**config.mk**
```make
export PLATFORM = sky130hd
export DESIGN_NAME = segpage_walker
export DESIGN_NICKNAME = d
export VERILOG_FILES = /design/src/rtl/segpage_pkg.sv /design/src/rtl/segpage_addr_calc.sv /design/src/rtl/segpage_walk_ctrl.sv /design/src/rtl/segpage_result_hold.sv /design/src/rtl/segpage_walker.sv
export SDC_FILE = /design/constraint.sdc
export NUM_CORES = 1
export LEC_CHECK = 0
export BUFFER_PORTS_ARGS = -buffer_cell sky130_fd_sc_hd__buf_2
export CAP_MARGIN = 20
export CORE_AREA = 2 2 163 197
export DETAILED_ROUTE_END_ITERATION = 7
export DIE_AREA = 0 0 165 199
export SLEW_MARGIN = 30
export SYNTH_ARGS = -nofsm -noshare
export SYNTH_HDL_FRONTEND = slang
export SYNTH_SLANG_ARGS = --single-unit
```
**constraint.sdc**
```tcl
create_clock -name clk -period 7.9 [get_ports clk]
set_input_delay 1.58 -clock clk [delete_from_list [all_inputs] [get_ports clk]]
set_output_delay 1.58 -clock clk [all_outputs]
set_load 0.005 [all_outputs]
```
**src/rtl/segpage_pkg.sv**
```systemverilog
package segpage_pkg;

  typedef enum logic [1:0] {
    FLT_NONE     = 2'd0,
    FLT_BOUNDS   = 2'd1,
    FLT_PAGE_INV = 2'd2
  } fault_e;

  typedef enum logic [2:0] {
    ST_IDLE,
    ST_SEGB_REQ,
    ST_SEGB_RSP,
    ST_SEGL_REQ,
    ST_SEGL_RSP,
    ST_PTE_REQ,
    ST_PTE_RSP
  } walk_st_e;

endpackage

```
**src/rtl/segpage_addr_calc.sv**
```systemverilog
module segpage_addr_calc #(
  parameter int ADDR_W        = 32,
  parameter int SEG_W         = 8,
  parameter int PAGE_W        = 12,
  parameter int OFF_W         = 12,
  parameter int SEG_ENT_SHIFT = 3,
  parameter int PTE_SHIFT     = 2,
  parameter int WORD_BYTES    = 4
) (
  input  logic [ADDR_W-1:0] tbl_base,
  input  logic [ADDR_W-1:0] laddr,
  input  logic [ADDR_W-1:0] pt_base,
  output logic [ADDR_W-1:0] segb_addr,
  output logic [ADDR_W-1:0] segl_addr,
  output logic [ADDR_W-1:0] pte_addr,
  output logic [PAGE_W-1:0] page_idx,
  output logic [OFF_W-1:0]  offset
);
  localparam int SEG_LSB = OFF_W + PAGE_W;

  logic [SEG_W-1:0]  seg_idx;
  logic [ADDR_W-1:0] seg_ext;
  logic [ADDR_W-1:0] page_ext;

  always_comb begin
    seg_idx   = laddr[SEG_LSB +: SEG_W];
    page_idx  = laddr[OFF_W +: PAGE_W];
    offset    = laddr[OFF_W-1:0];
    seg_ext   = {{(ADDR_W-SEG_W){1'b0}}, seg_idx};
    page_ext  = {{(ADDR_W-PAGE_W){1'b0}}, page_idx};
    segb_addr = tbl_base + (seg_ext << SEG_ENT_SHIFT);
    segl_addr = segb_addr + ADDR_W'(WORD_BYTES);
    pte_addr  = pt_base + (page_ext << PTE_SHIFT);
  end
endmodule

```
**src/rtl/segpage_walk_ctrl.sv**
```systemverilog
module segpage_walk_ctrl
  import segpage_pkg::*;
#(
  parameter int ADDR_W      = 32,
  parameter int SEG_W       = 8,
  parameter int PAGE_W      = 12,
  parameter int OFF_W       = 12,
  parameter int FRAME_W     = 20,
  parameter int PTE_VLD_BIT = 31
) (
  input  logic               clk,
  input  logic               rst_n,
  input  logic               start,
  input  logic [ADDR_W-1:0]  start_laddr,
  input  logic [ADDR_W-1:0]  start_base,
  output logic               idle,
  output logic               mem_req_valid,
  input  logic               mem_req_ready,
  output logic [ADDR_W-1:0]  mem_req_addr,
  input  logic               mem_rsp_valid,
  input  logic [ADDR_W-1:0]  mem_rsp_data,
  output logic               done,
  output fault_e             done_fault,
  output logic [FRAME_W-1:0] done_frame,
  output logic [OFF_W-1:0]   done_offset
);
  walk_st_e          st_q, st_d;
  logic [ADDR_W-1:0] laddr_q, base_q, ptb_q;
  logic [ADDR_W-1:0] segb_addr, segl_addr, pte_addr;
  logic [PAGE_W-1:0] page_idx;
  logic [OFF_W-1:0]  offset;
  logic              rsp_take, out_of_bounds;

  segpage_addr_calc #(
    .ADDR_W (ADDR_W),
    .SEG_W  (SEG_W),
    .PAGE_W (PAGE_W),
    .OFF_W  (OFF_W)
  ) u_calc (
    .tbl_base  (base_q),
    .laddr     (laddr_q),
    .pt_base   (ptb_q),
    .segb_addr (segb_addr),
    .segl_addr (segl_addr),
    .pte_addr  (pte_addr),
    .page_idx  (page_idx),
    .offset    (offset)
  );

  assign rsp_take      = mem_rsp_valid;
  assign out_of_bounds = {{(ADDR_W-PAGE_W){1'b0}}, page_idx} >= mem_rsp_data;
  assign idle          = (st_q == ST_IDLE);
  assign done_offset   = offset;

  always_comb begin
    mem_req_valid = 1'b0;
    mem_req_addr  = '0;
    unique case (st_q)
      ST_SEGB_REQ: begin mem_req_valid = 1'b1; mem_req_addr = segb_addr; end
      ST_SEGL_REQ: begin mem_req_valid = 1'b1; mem_req_addr = segl_addr; end
      ST_PTE_REQ:  begin mem_req_valid = 1'b1; mem_req_addr = pte_addr;  end
      default: ;
    endcase
  end

  always_comb begin
    st_d       = st_q;
    done       = 1'b0;
    done_fault = FLT_NONE;
    done_frame = mem_rsp_data[FRAME_W-1:0];
    unique case (st_q)
      ST_IDLE:     if (start) st_d = ST_SEGB_REQ;
      ST_SEGB_REQ: if (mem_req_ready) st_d = ST_SEGB_RSP;
      ST_SEGB_RSP: if (rsp_take) st_d = ST_SEGL_REQ;
      ST_SEGL_REQ: if (mem_req_ready) st_d = ST_SEGL_RSP;
      ST_SEGL_RSP: if (rsp_take) begin
        if (out_of_bounds) begin
          done       = 1'b1;
          done_fault = FLT_BOUNDS;
          st_d       = ST_IDLE;
        end else begin
          st_d = ST_PTE_REQ;
        end
      end
      ST_PTE_REQ:  if (mem_req_ready) st_d = ST_PTE_RSP;
      ST_PTE_RSP:  if (rsp_take) begin
        done       = 1'b1;
        done_fault = mem_rsp_data[PTE_VLD_BIT] ? FLT_NONE : FLT_PAGE_INV;
        st_d       = ST_IDLE;
      end
      default:     st_d = ST_IDLE;
    endcase
  end

  always_ff @(posedge clk) begin
    if (!rst_n) begin
      st_q    <= ST_IDLE;
      laddr_q <= '0;
      base_q  <= '0;
      ptb_q   <= '0;
    end else begin
      st_q <= st_d;
      if (st_q == ST_IDLE && start) begin
        laddr_q <= start_laddr;
        base_q  <= start_base;
      end
      if (st_q == ST_SEGB_RSP && rsp_take) ptb_q <= mem_rsp_data;
    end
  end
endmodule

```
**src/rtl/segpage_result_hold.sv**
```systemverilog
module segpage_result_hold
  import segpage_pkg::*;
#(
  parameter int FRAME_W = 20,
  parameter int OFF_W   = 12,
  localparam int PA_W   = FRAME_W + OFF_W
) (
  input  logic               clk,
  input  logic               rst_n,
  input  logic               load,
  input  fault_e             load_fault,
  input  logic [FRAME_W-1:0] load_frame,
  input  logic [OFF_W-1:0]   load_offset,
  output logic               res_valid,
  input  logic               res_ready,
  output logic [PA_W-1:0]    res_paddr,
  output logic [1:0]         res_fault
);
  always_ff @(posedge clk) begin
    if (!rst_n) begin
      res_valid <= 1'b0;
      res_paddr <= '0;
      res_fault <= FLT_NONE;
    end else if (load) begin
      res_valid <= 1'b1;
      res_fault <= load_fault;
      res_paddr <= (load_fault == FLT_NONE) ? {load_frame, load_offset} : '0;
    end else if (res_valid && res_ready) begin
      res_valid <= 1'b0;
    end
  end
endmodule

```
**src/rtl/segpage_walker.sv**
```systemverilog
module segpage_walker
  import segpage_pkg::*;
#(
  parameter int ADDR_W      = 32,
  parameter int SEG_W       = 8,
  parameter int PAGE_W      = 12,
  parameter int OFF_W       = 12,
  parameter int FRAME_W     = 20,
  parameter int PTE_VLD_BIT = 31,
  localparam int PA_W       = FRAME_W + OFF_W
) (
  input  logic              clk,
  input  logic              rst_n,
  input  logic              base_wr_en,
  input  logic [ADDR_W-1:0] base_wr_data,
  input  logic              req_valid,
  output logic              req_ready,
  input  logic [ADDR_W-1:0] req_laddr,
  output logic              mem_req_valid,
  input  logic              mem_req_ready,
  output logic [ADDR_W-1:0] mem_req_addr,
  input  logic              mem_rsp_valid,
  input  logic [ADDR_W-1:0] mem_rsp_data,
  output logic              res_valid,
  input  logic              res_ready,
  output logic [PA_W-1:0]   res_paddr,
  output logic [1:0]        res_fault
);
  logic [ADDR_W-1:0]  tbl_base_q;
  logic               walk_idle, walk_done;
  fault_e             done_fault;
  logic [FRAME_W-1:0] done_frame;
  logic [OFF_W-1:0]   done_offset;

  always_ff @(posedge clk) begin
    if (!rst_n)          tbl_base_q <= '0;
    else if (base_wr_en) tbl_base_q <= base_wr_data;
  end

  assign req_ready = walk_idle && !res_valid;

  segpage_walk_ctrl #(
    .ADDR_W      (ADDR_W),
    .SEG_W       (SEG_W),
    .PAGE_W      (PAGE_W),
    .OFF_W       (OFF_W),
    .FRAME_W     (FRAME_W),
    .PTE_VLD_BIT (PTE_VLD_BIT)
  ) u_ctrl (
    .clk           (clk),
    .rst_n         (rst_n),
    .start         (req_valid && req_ready),
    .start_laddr   (req_laddr),
    .start_base    (tbl_base_q),
    .idle          (walk_idle),
    .mem_req_valid (mem_req_valid),
    .mem_req_ready (mem_req_ready),
    .mem_req_addr  (mem_req_addr),
    .mem_rsp_valid (mem_rsp_valid),
    .mem_rsp_data  (mem_rsp_data),
    .done          (walk_done),
    .done_fault    (done_fault),
    .done_frame    (done_frame),
    .done_offset   (done_offset)
  );

  segpage_result_hold #(
    .FRAME_W (FRAME_W),
    .OFF_W   (OFF_W)
  ) u_hold (
    .clk         (clk),
    .rst_n       (rst_n),
    .load        (walk_done),
    .load_fault  (done_fault),
    .load_frame  (done_frame),
    .load_offset (done_offset),
    .res_valid   (res_valid),
    .res_ready   (res_ready),
    .res_paddr   (res_paddr),
    .res_fault   (res_fault)
  );
endmodule

```
==> flow_metrics.tcl, run 1 <==
set metrics [dict create \
    hold_end "u_ctrl.base_q[5]$_SDFFE_PN0P_" \
    synthToLayoutAreaGrowth_pct 20.1 \
    start_util_pct 28.7 \
    clk_path_buf_depth 2 \
    layout-drive-gt1-share_pct 19.2 \
    synthAdderAreaFrac_pct 5.09 \
    fillers 3297 \
    die_x_um 165 \
    core_area_um2 31000 \
    ios 172 \
    final_cells 1659 \
    hp-class "flip-flop to flip-flop" \
    worstSetupEndpointType "primary output" \
    drt-pass1-iter-count 5 \
    dp.cells 1624 \
    synth_top_family_by_area "simple AND/OR/NAND/NOR gates" \
    yosysTopAreaCellShare_pct 37.3 \
    cp_slowest_cell "fa_1" \
    synth_area_leader_cell "dfxtp_1" \
    hp-start "tbl_base_q[5]$_SDFFE_PN0P_" \
    p_per_area_nw_per_um2 214 \
    cp.required_ns 6.32 \
    synthDistinctLibCells 77 \
    status "finished, final reports clean" \
    postRouteAntennaNets 0 \
    htreeDepth 4 \
    routabilityCongestion 0.864 \
    synth_edf_count 0 \
    tightest_slew_ns 0.880 \
    drc 0 \
    worstReg2RegStart "u_ctrl.laddr_q[12]$_SDFFE_PN0P_" \
    fin_crit_sh_pct 72.5 \
    antenna_found_initial 5 \
    final-hold-violation-count 0 \
    yosys-top-cells-area "dfxtp_1 37%, nand2_1 10%, a21oi_1 6.7%" \
    synth.most_common_cell "nand2_1" \
    synth_nets 1247 \
    ys.flop_type "dfxtp_1" \
    max_cap_violations 0 \
    hold_depth 2 \
    p_total_uw 2290 \
    vias 8094 \
    clock-sinks 166 \
    place.port_buffers 171 \
    fin_skew_ns 0.0138 \
    ys_seq_elements 166 \
    reg2reg_depth 12 \
    synth_mux_area_share_pct 4.19 \
    drtIter0Drc 506 \
    worstSetupPathType "flip-flop to primary output" \
    grt_pass1_wl_um 41100 \
    cpPeakStageDelay_ns 0.42 \
    finalSetupViolCount 0 \
    yosys_warnings 0 \
    detailed_place_hpwl_um 19700 \
    rows 71 \
    postSynthCellCount 1109 \
    tritoncts "done" \
    path_buf_inv 1 \
    setup_tns_ns 0 \
    syn_area_um2 8910 \
    nNetsFinal 1380 \
    cts_resized 0 \
    cp_top_family "compound AO/OA/AOI/OAI gates" \
    synth-simple-area-share_pct 23.0 \
    dieArea_um2 32800 \
    clk_latency_ns 0.44 \
    ctsHoldBuffers 0 \
    ys_async_sr_fraction_pct 0 \
    path_cells "ha_1 -> fa_1 -> a211oi_1 -> o21a_2 -> a211o_1 -> mux2_2 -> o22ai_1 -> nand4_1 -> nor3_2 -> a21oi_1 -> a311o_1 -> buf_2" \
    power.leakage_uw 0.00434 \
    fmax_mhz 175 \
    rsz0062_at_grt "false" \
    r2r_slack_ns 4.99 \
    peakVddDrop_mv 0.150 \
    cp.arrival_ns 4.15 \
    relSlewSlack_pct 41.3 \
    die_h_um 199 \
    synth_compound_area_share_pct 19.8 \
    crit_path_start_kind "flip-flop" \
    grtUsageTotal_pct 15.9 \
    grt_overflow 0 \
    period_needed_ns 5.73 \
    seq_area_frac_synth_pct 37.3 \
    grt_max_degree 117 \
    cts_root_buf "clkbuf_16" \
    routed_wl_um 26000 \
    via_per_inst 4.88 \
    wl_per_cell_um 15.7 \
    synth_xor_area_share_pct 6.49 \
    r2r_end "u_hold.res_paddr[8]$_SDFFE_PN0P_" \
    cts_made_buffers 17 \
    clkSlewWorstSetupHoldPaths_ns 0.07 \
    ys_top_cells_by_count "241 x nand2_1, 166 x dfxtp_1, 120 x a21oi_1" \
    worst_slack_ns 2.17 \
    dp_slack_ns 2.62 \
    postCtsSetupBuffers 0 \
    grt_pass1_vias 7926 \
    syn_area_per_cell_um2 8.03 \
    cp_max_fo 11 \
    maxSlewViolCount 0 \
]
-- metal layers --
layer	vias to the layer above	part of all wire, %	GRT usage [%]
met2	180	48	27.7
met1	3723	43	18.6
li1	4150	-	-
met4	4	2.8	6.57
met3	37	5.7	3.90
met5	-	0.081	0
-- through the flow --
stage / utilization [%] / hold WS, ns / cell area, um^2
2_1_floorplan: - / 0.431 / 8910
3_3_place_gp: 32.5 / 0.442 / 10100
3_5_place_dp: 32.5 / 0.445 / 10100
4_1_cts: 34.5 / 0.455 / 10700
5_1_grt: 34.5 / 0.464 / 10700
6_report: 34.5 / 0.454 / 10700
-- worst register-to-register path, stage by stage (launching register included) --
cell,delay (ns)
dfxtp_1,0.35
inv_1,0.05
ha_1,0.27
nand2b_1,0.15
a21o_1,0.18
a21o_1,0.17
a21o_1,0.17
a21oi_1,0.16
o21ai_0,0.16
a21o_1,0.24
a21oi_2,0.40
buf_4,0.38
a22o_1,0.19
-- report_power, final --
group / switching, uW / internal, uW / leakage, uW / total, uW
logic: 307 / 174 / 0.00271 / 482
clock network: 384 / 476 / 0.000278 / 860
registers: 52.6 / 897 / 0.00135 / 949
total: 744 / 1550 / 0.00434 / 2290
-- cell families after synthesis --
logic type / after synthesis
flip-flops: 166
buffers and inverters: 95
XOR/XNOR: 66
AND/OR/NAND/NOR: 440
AO/OA/AOI/OAI: 270
multiplexers: 37
adder cells (fa/ha/maj): 35
-- layout by cell type (no fill, tap or decap), drive strengths merged, types with 9 or more instances in the layout --
cell    Yosys  routed
clkbuf     54      18
xnor2      36      36
mux2i      35      35
nand2b     10      10
inv        28      35
a22o       32      32
nor3       13      13
buf        12     180
nor4       10      10
ha         33      33
a21o       11      11
nor2       66      66
nor2b      10      10
a21oi     121     121
and2       13      13
nand2     241     241
o22ai      24      24
and3       16      16
a211oi      9       9
nand3      29      29
o21ai      18      18
o21a        9       9
xor2       30      30
dfxtp     166     166
-- worst max path at each step --
| stage | cells past startpoint | slack (ns) | from | end |
|---|---|---|---|---|
| 2_1_floorplan | 11 | 3.34 | u_ctrl.base_q[3]$_SDFFE_PN0P_ | mem_req_addr[31] |
| 3_3_place_gp | 12 | 2.70 | u_ctrl.base_q[3]$_SDFFE_PN0P_ | mem_req_addr[31] |
| 3_5_place_dp | 12 | 2.62 | u_ctrl.base_q[3]$_SDFFE_PN0P_ | mem_req_addr[31] |
| 4_1_cts | 12 | 2.15 | u_ctrl.base_q[3]$_SDFFE_PN0P_ | mem_req_addr[31] |
| 5_1_grt | 12 | 1.81 | u_ctrl.base_q[3]$_SDFFE_PN0P_ | mem_req_addr[30] |
| 6_report | 12 | 2.17 | u_ctrl.base_q[3]$_SDFFE_PN0P_ | mem_req_addr[31] |
-- cell type report --
type | instances | area, um^2 | area share [%]
Tap cell | 401 | 502 | 4.69
Multi-Input combinational cell | 848 | 5230 | 48.9
Sequential cell | 166 | 3320 | 31.1
Clock buffer | 18 | 429 | 4.01
Antenna cell | 3 | 7.51 | 0.0702
Timing Repair Buffer | 180 | 933 | 8.73
Inverter | 29 | 110 | 1.03
Clock inverter | 14 | 165 | 1.54
-- state kept, by name, indices dropped and copies added, names as in the netlist --
register	count
u_ctrl.ptb_q	32
u_ctrl.base_q	32
tbl_base_q	32
u_hold.res_valid	1
u_hold.res_paddr	32
u_ctrl.laddr_q	32
u_ctrl.st_q	3
u_hold.res_fault	2
Power figures use the tool's default switching activity.
==> run 2, diff against run 1 <==
==> constraint.sdc (replaced) <==
create_clock -name clk -period 5.28 [get_ports clk]
set_input_delay 1.056 -clock clk [delete_from_list [all_inputs] [get_ports clk]]
set_output_delay 1.056 -clock clk [all_outputs]
set_load 0.005 [all_outputs]
==> flow_metrics.tcl, run 2 (synthesized netlist as in run 1, its figures left out) <==
set metrics [dict create \
    worstSetupEndpointType "primary output" \
    period_needed_ns 5.04 \
    p_int_uw 2320 \
    hold_depth 2 \
    dieArea_um2 32800 \
    cts_made_buffers 17 \
    power.leakage_uw 0.00435 \
    cp_max_fo 11 \
    status "finished, final reports clean" \
    p_sw_uw 1110 \
    r2r_end "u_hold.res_paddr[30]$_SDFFE_PN0P_" \
    max_cap_violations 0 \
    die_x_um 165 \
    ios 172 \
    final_common_cell "nand2_1" \
    postRouteAntennaNets 0 \
    finalSetupViolCount 0 \
    hp-start "tbl_base_q[14]$_SDFFE_PN0P_" \
    tightest_slew_ns 0.906 \
    synthToLayoutAreaGrowth_pct 20.3 \
    core_area_um2 31000 \
    vias 8162 \
    path_cells "ha_1 -> fa_1 -> a211oi_2 -> o21a_2 -> a211o_2 -> mux2_2 -> o22ai_1 -> nand4_1 -> nor3_2 -> nor3b_2 -> a311o_1 -> buf_2" \
    nNetsFinal 1382 \
    postCtsSetupBuffers 0 \
    p_per_area_nw_per_um2 319 \
    p_sw_share_pct 32.3 \
    grt_pass1_vias 7808 \
    cp.arrival_ns 3.99 \
    wl_per_cell_um 15.8 \
    cts_resized 0 \
    pwr-share-clk_pct 37.2 \
    die_h_um 199 \
    setup_tns_ns 0 \
    worstSetupPathType "flip-flop to primary output" \
    grt_pass1_wl_um 41400 \
    mostFrequentLayoutCells "240 x nand2_1, 170 x buf_2, 166 x dfxtp_1" \
    rows 71 \
    routabilityCongestion 0.852 \
    grtUsageTotal_pct 16.2 \
    detailed_place_hpwl_um 19800 \
    fin_crit_sh_pct 95.5 \
    startpoint "u_ctrl.base_q[3]$_SDFFE_PN0P_" \
    drc 0 \
    cp_top_family "compound AO/OA/AOI/OAI gates" \
    fmax_mhz 198 \
    cp_slowest_cell "fa_1" \
    final-hold-violation-count 0 \
    cpPeakStageDelay_ns 0.43 \
    hold_slack_ns 0.454 \
    clk_path_buf_depth 2 \
    crit_path_end "mem_req_addr[31]" \
    htreeDepth 4 \
    cts_root_buf "clkbuf_16" \
    pwr-share-seq_pct 41.6 \
    via_per_inst 4.92 \
    path_buf_inv 1 \
    worst-path-stages 12 \
    crit_path_start_kind "flip-flop" \
    hp-class "flip-flop to flip-flop" \
    ctsHoldBuffers 0 \
    worstReg2RegStart "u_ctrl.laddr_q[12]$_SDFFE_PN0P_" \
    grt_overflow 0 \
    r2r_slack_ns 2.30 \
    start_util_pct 28.7 \
    fin_skew_ns 0.0106 \
    grt_max_degree 117 \
    tritoncts "done" \
    clkSlewWorstSetupHoldPaths_ns 0.07 \
    maxSlewViolCount 0 \
    rsz0062_at_grt "false" \
    antenna_found_initial 3 \
    clock-sinks 166 \
    drt-pass1-iter-count 5 \
    cp.required_ns 4.22 \
    peakVddDrop_mv 0.262 \
    reg2reg_depth 12 \
    clk_latency_ns 0.44 \
    routed_wl_um 26300 \
    relSlewSlack_pct 39.6 \
    drtIter0Drc 509 \
    layout-drive-gt1-share_pct 19.5 \
    pwr-share-comb_pct 21.2 \
    place.port_buffers 171 \
]
-- run 2: cell count changes in the layout (fill, tap and decap cells not counted), moves of 2 or more --
cell | before | now
inv_6 | 5 | 3
inv_8 | 2 | 0
diode_2 | 3 | 1
clkinv_4 | 1 | 4
buf_4 | 8 | 10
-- run 2: cell type report --
class,count,area (um^2)
Multi-Input combinational cell,848,5240
Antenna cell,1,2.50
Inverter,29,110
Tap cell,401,502
Timing Repair Buffer,182,948
Sequential cell,166,3320
Clock inverter,13,149
Clock buffer,18,439
Fill cell,3240,20300
-- run 2: worst min path at each step --
| stage | to | slack (ns) |
|---|---|---|
| floorplan | u_ctrl.base_q[0]$_SDFFE_PN0P_ | 0.43 |
| global placement | u_ctrl.laddr_q[5]$_SDFFE_PN0P_ | 0.44 |
| detailed placement | u_ctrl.laddr_q[1]$_SDFFE_PN0P_ | 0.45 |
| CTS | u_ctrl.base_q[14]$_SDFFE_PN0P_ | 0.46 |
| global route | u_ctrl.base_q[29]$_SDFFE_PN0P_ | 0.48 |
| finish | u_ctrl.base_q[14]$_SDFFE_PN0P_ | 0.45 |
-- run 2: power groups by stage --
stage | Clock (uW) | Sequential (uW) | Combinational [uW]
floorplan | 0 | 1420 | 509
finish | 1270 | 1420 | 726
global route | 1360 | 1430 | 810
global placement | 0 | 1450 | 719
CTS | 1320 | 1420 | 736
detailed placement | 0 | 1450 | 731
-- run 2: per-stage QoR --
step	utilization [%]	setup WS (ns)	power, uW	instance area [um^2]	instances
2_1_floorplan	-	1.24	1930	8910	1109
5_1_grt	34.5	0.0367	3610	10700	1657
3_3_place_gp	32.5	0.602	2170	10100	1625
3_5_place_dp	32.6	0.509	2180	10100	1626
4_1_cts	34.5	0.0199	3470	10700	1657
6_report	34.6	0.238	3420	10700	1658
-- run 2: worst min-delay path: stages (launching register included) --
cell and delay [ns]:
dfxtp_1 0.31, nand2_1 0.05, a21oi_1 0.05
-- run 2: routing by layer --
metal	vias up	global-route usage (%)	share of wire [%]
li1	4141	-	-
met5	-	0	0.10
met1	3794	18.8	43
met4	4	6.89	2.8
met2	188	28.5	49
met3	35	3.44	5.1
==> run 3, diff against run 2 <==
--- a/config.mk
+++ b/config.mk
@@ -5,11 +5,13 @@
 export SDC_FILE = /design/constraint.sdc
 export NUM_CORES = 1
 export LEC_CHECK = 0
+export ABC_AREA = 1
 export BUFFER_PORTS_ARGS = -buffer_cell sky130_fd_sc_hd__buf_2
 export CAP_MARGIN = 20
-export CORE_AREA = 2 2 163 197
+export CORE_AREA = 2 2 172 208
 export DETAILED_ROUTE_END_ITERATION = 7
-export DIE_AREA = 0 0 165 199
+export DIE_AREA = 0 0 174 210
+export SKIP_CTS_REPAIR_TIMING = 1
 export SLEW_MARGIN = 30
 export SYNTH_ARGS = -nofsm -noshare
 export SYNTH_HDL_FRONTEND = slang
==> constraint.sdc (replaced) <==
create_clock -name clk -period 4.35 [get_ports clk]
set_input_delay 0.87 -clock clk [delete_from_list [all_inputs] [get_ports clk]]
set_output_delay 0.87 -clock clk [all_outputs]
set_load 0.005 [all_outputs]
==> flow_metrics.tcl, run 3 <==
set metrics [dict create \
    yosys_warnings 0 \
    hp-start "u_hold.res_fault[1]$_SDFFE_PN0P_" \
    worstSetupEndpointType "primary output" \
    synth_area_leader_cell "dfxtp_1" \
    crit_path_start_kind "flip-flop" \
    tritoncts "done" \
    die_h_um 210 \
    period_needed_ns 4.10 \
    top_layer_used "met5" \
    ys_async_sr_fraction_pct 0 \
    ys.flop_type "dfxtp_1" \
    grtUsageTotal_pct 18.1 \
    cp_slowest_cell "fa_2" \
    power.leakage_uw 0.00550 \
    drtIter0Drc 638 \
    start_util_pct 28.8 \
    clk_path_buf_depth 2 \
    layout-drive-gt1-share_pct 16.9 \
    hp-class "flip-flop to flip-flop" \
    relSlewSlack_pct 39.7 \
    path_buf_inv 1 \
    drt-met1-wl_um 14600 \
    synthDistinctLibCells 43 \
    seq_area_frac_synth_pct 33.4 \
    peakVddDrop_mv 0.453 \
    cp_max_fo 4 \
    syn_area_um2 9940 \
    routed_wl_um 33000 \
    grt_pass1_wl_um 52400 \
    hold_slack_ns 0.461 \
    status "finished, final reports clean" \
    dp.cells 2145 \
    postSynthCellCount 1559 \
    ys_top_cells_by_count "387 x nand2_1, 171 x nor2_1, 166 x dfxtp_1" \
    grt_max_degree 91 \
    detailed_place_hpwl_um 26200 \
    fin_crit_sh_pct 94.2 \
    cts_root_buf "clkbuf_16" \
    postRouteAntennaNets 0 \
    dieArea_um2 36500 \
    die_x_um 174 \
    fin_skew_ns 0.00956 \
    cpPeakStageDelay_ns 0.58 \
    yosysTopAreaCellShare_pct 33.4 \
    met2WireLength_um 15700 \
    final_common_cell "nand2_1" \
    final_cells 2178 \
    drt-pass1-iter-count 5 \
    wl_met3_um 2050 \
    max_cap_violations 0 \
    fillers 3886 \
    cp_top_family "simple AND/OR/NAND/NOR gates" \
    place_area_um2 11300 \
    grt_pass1_vias 9855 \
    htreeDepth 4 \
    fmax_mhz 244 \
    cp.arrival_ns 3.23 \
    synth.most_common_cell "nand2_1" \
    vias 10500 \
    syn_area_per_cell_um2 6.37 \
    clkSlewWorstSetupHoldPaths_ns 0.07 \
    ios 172 \
    wl_per_cell_um 15.2 \
    nNetsFinal 1840 \
    clock-sinks 166 \
    finalSetupViolCount 0 \
    cp_common_cell "nor2_1" \
    cts_made_buffers 17 \
    postLayoutCellArea_um2 11900 \
    tightest_slew_ns 0.905 \
    r2r_slack_ns 1.95 \
    clk_latency_ns 0.45 \
    ys_seq_elements 166 \
    path_cells "ha_1 -> fa_2 -> nand2_1 -> nor2_1 -> nand2_1 -> nor2_1 -> nand2_2 -> nor2_1 -> a21oi_1 -> o21ai_0 -> o221ai_1 -> buf_2" \
    worstReg2RegStart "u_ctrl.laddr_q[15]$_SDFFE_PN0P_" \
    cp.required_ns 3.48 \
    core_area_um2 34500 \
    worstSetupPathType "flip-flop to primary output" \
    place.port_buffers 171 \
    maxSlewViolCount 0 \
    synth_edf_count 0 \
    routabilityCongestion 0.924 \
    rows 75 \
    rsz0062_at_grt "false" \
    startpoint "u_ctrl.base_q[3]$_SDFFE_PN0P_" \
    p_per_area_nw_per_um2 424 \
    yosys-top-cells-area "dfxtp_1 33%, nand2_1 15%, a21oi_1 7.5%" \
    antenna_found_initial 3 \
    p_total_uw 5030 \
    final-hold-violation-count 0 \
    drc 0 \
    via_per_inst 4.80 \
    mostFrequentLayoutCells "386 x nand2_1, 171 x buf_2, 169 x nor2_1" \
    setup_tns_ns 0 \
    grt_overflow 0 \
    synth_nets 1697 \
    synthToLayoutAreaGrowth_pct 19.4 \
]
[run 3: layer usage]
layer	vias to the layer above	track usage, %
met5	-	0
met4	4	5.71
met3	35	4.40
met2	242	30.3
met1	4767	23.1
li1	5414	-
[run 3: area by class of cell]
cell class / instances / area [um^2] / share of cell area [%]
Multi-Input combinational cell: 1170 / 5780 / 48.7
Sequential cell: 166 / 3320 / 28.0
Timing Repair Buffer: 186 / 981 / 8.27
Inverter: 161 / 604 / 5.09
Tap cell: 462 / 578 / 4.87
Clock buffer: 19 / 443 / 3.73
Clock inverter: 13 / 160 / 1.35
Antenna cell: 1 / 2.50 / 0.0211
[run 3: worst reg2reg max path, cell delays in order, from the launching register on]
cell and delay, ns:
dfxtp_1 0.35, ha_1 0.30, nand2_1 0.06, o21ai_0 0.17, nand2_1 0.08, nand2_1 0.06
nand2_1 0.04, nand2_1 0.05, nand2_1 0.08, nand2_1 0.11, nand3_2 0.08, nand2_2 0.41
inv_1 0.26, nand2_1 0.11, nand2_1 0.05, nand2_1 0.07, inv_1 0.04
[run 3: logic make-up after synthesis]
group / Yosys count / synth area share, %
buffers and inverters: 223 / 8.59
xor gates and xnor gates: 5 / 0.441
AOI/OAI and AO/OA: 334 / 17.8
DFF: 166 / 33.4
and+or+nand+nor: 796 / 35.2
adders and majority gates: 35 / 4.56
[run 3: worst paths after layout]
| kind | end | cells after the start |
|---|---|---|
| max reg2reg | u_hold.res_fault[0]$_SDFFE_PN0P_ | 16 |
| min reg2reg | u_hold.res_fault[1]$_SDFFE_PN0P_ | 2 |
| min | u_hold.res_fault[1]$_SDFFE_PN0P_ | 2 |
| max | mem_req_addr[10] | 12 |
[run 3: metrics by stage]
stage	setup WS, ns	util [%]
final	0.251	34.4
after global routing	0.00260	34.4
after CTS	0.272	34.3
after detailed placement	0.780	32.6
after global placement	0.808	32.6
after floorplan	1.20	-
[run 3: report_power, final]
group          total, uW  leakage [uW]  internal (uW)  switching, uW
logic               1530       0.00385            484           1050
clock network       1570      0.000287            880            694
registers           1920       0.00136           1730            191
total               5030       0.00550           3090           1930
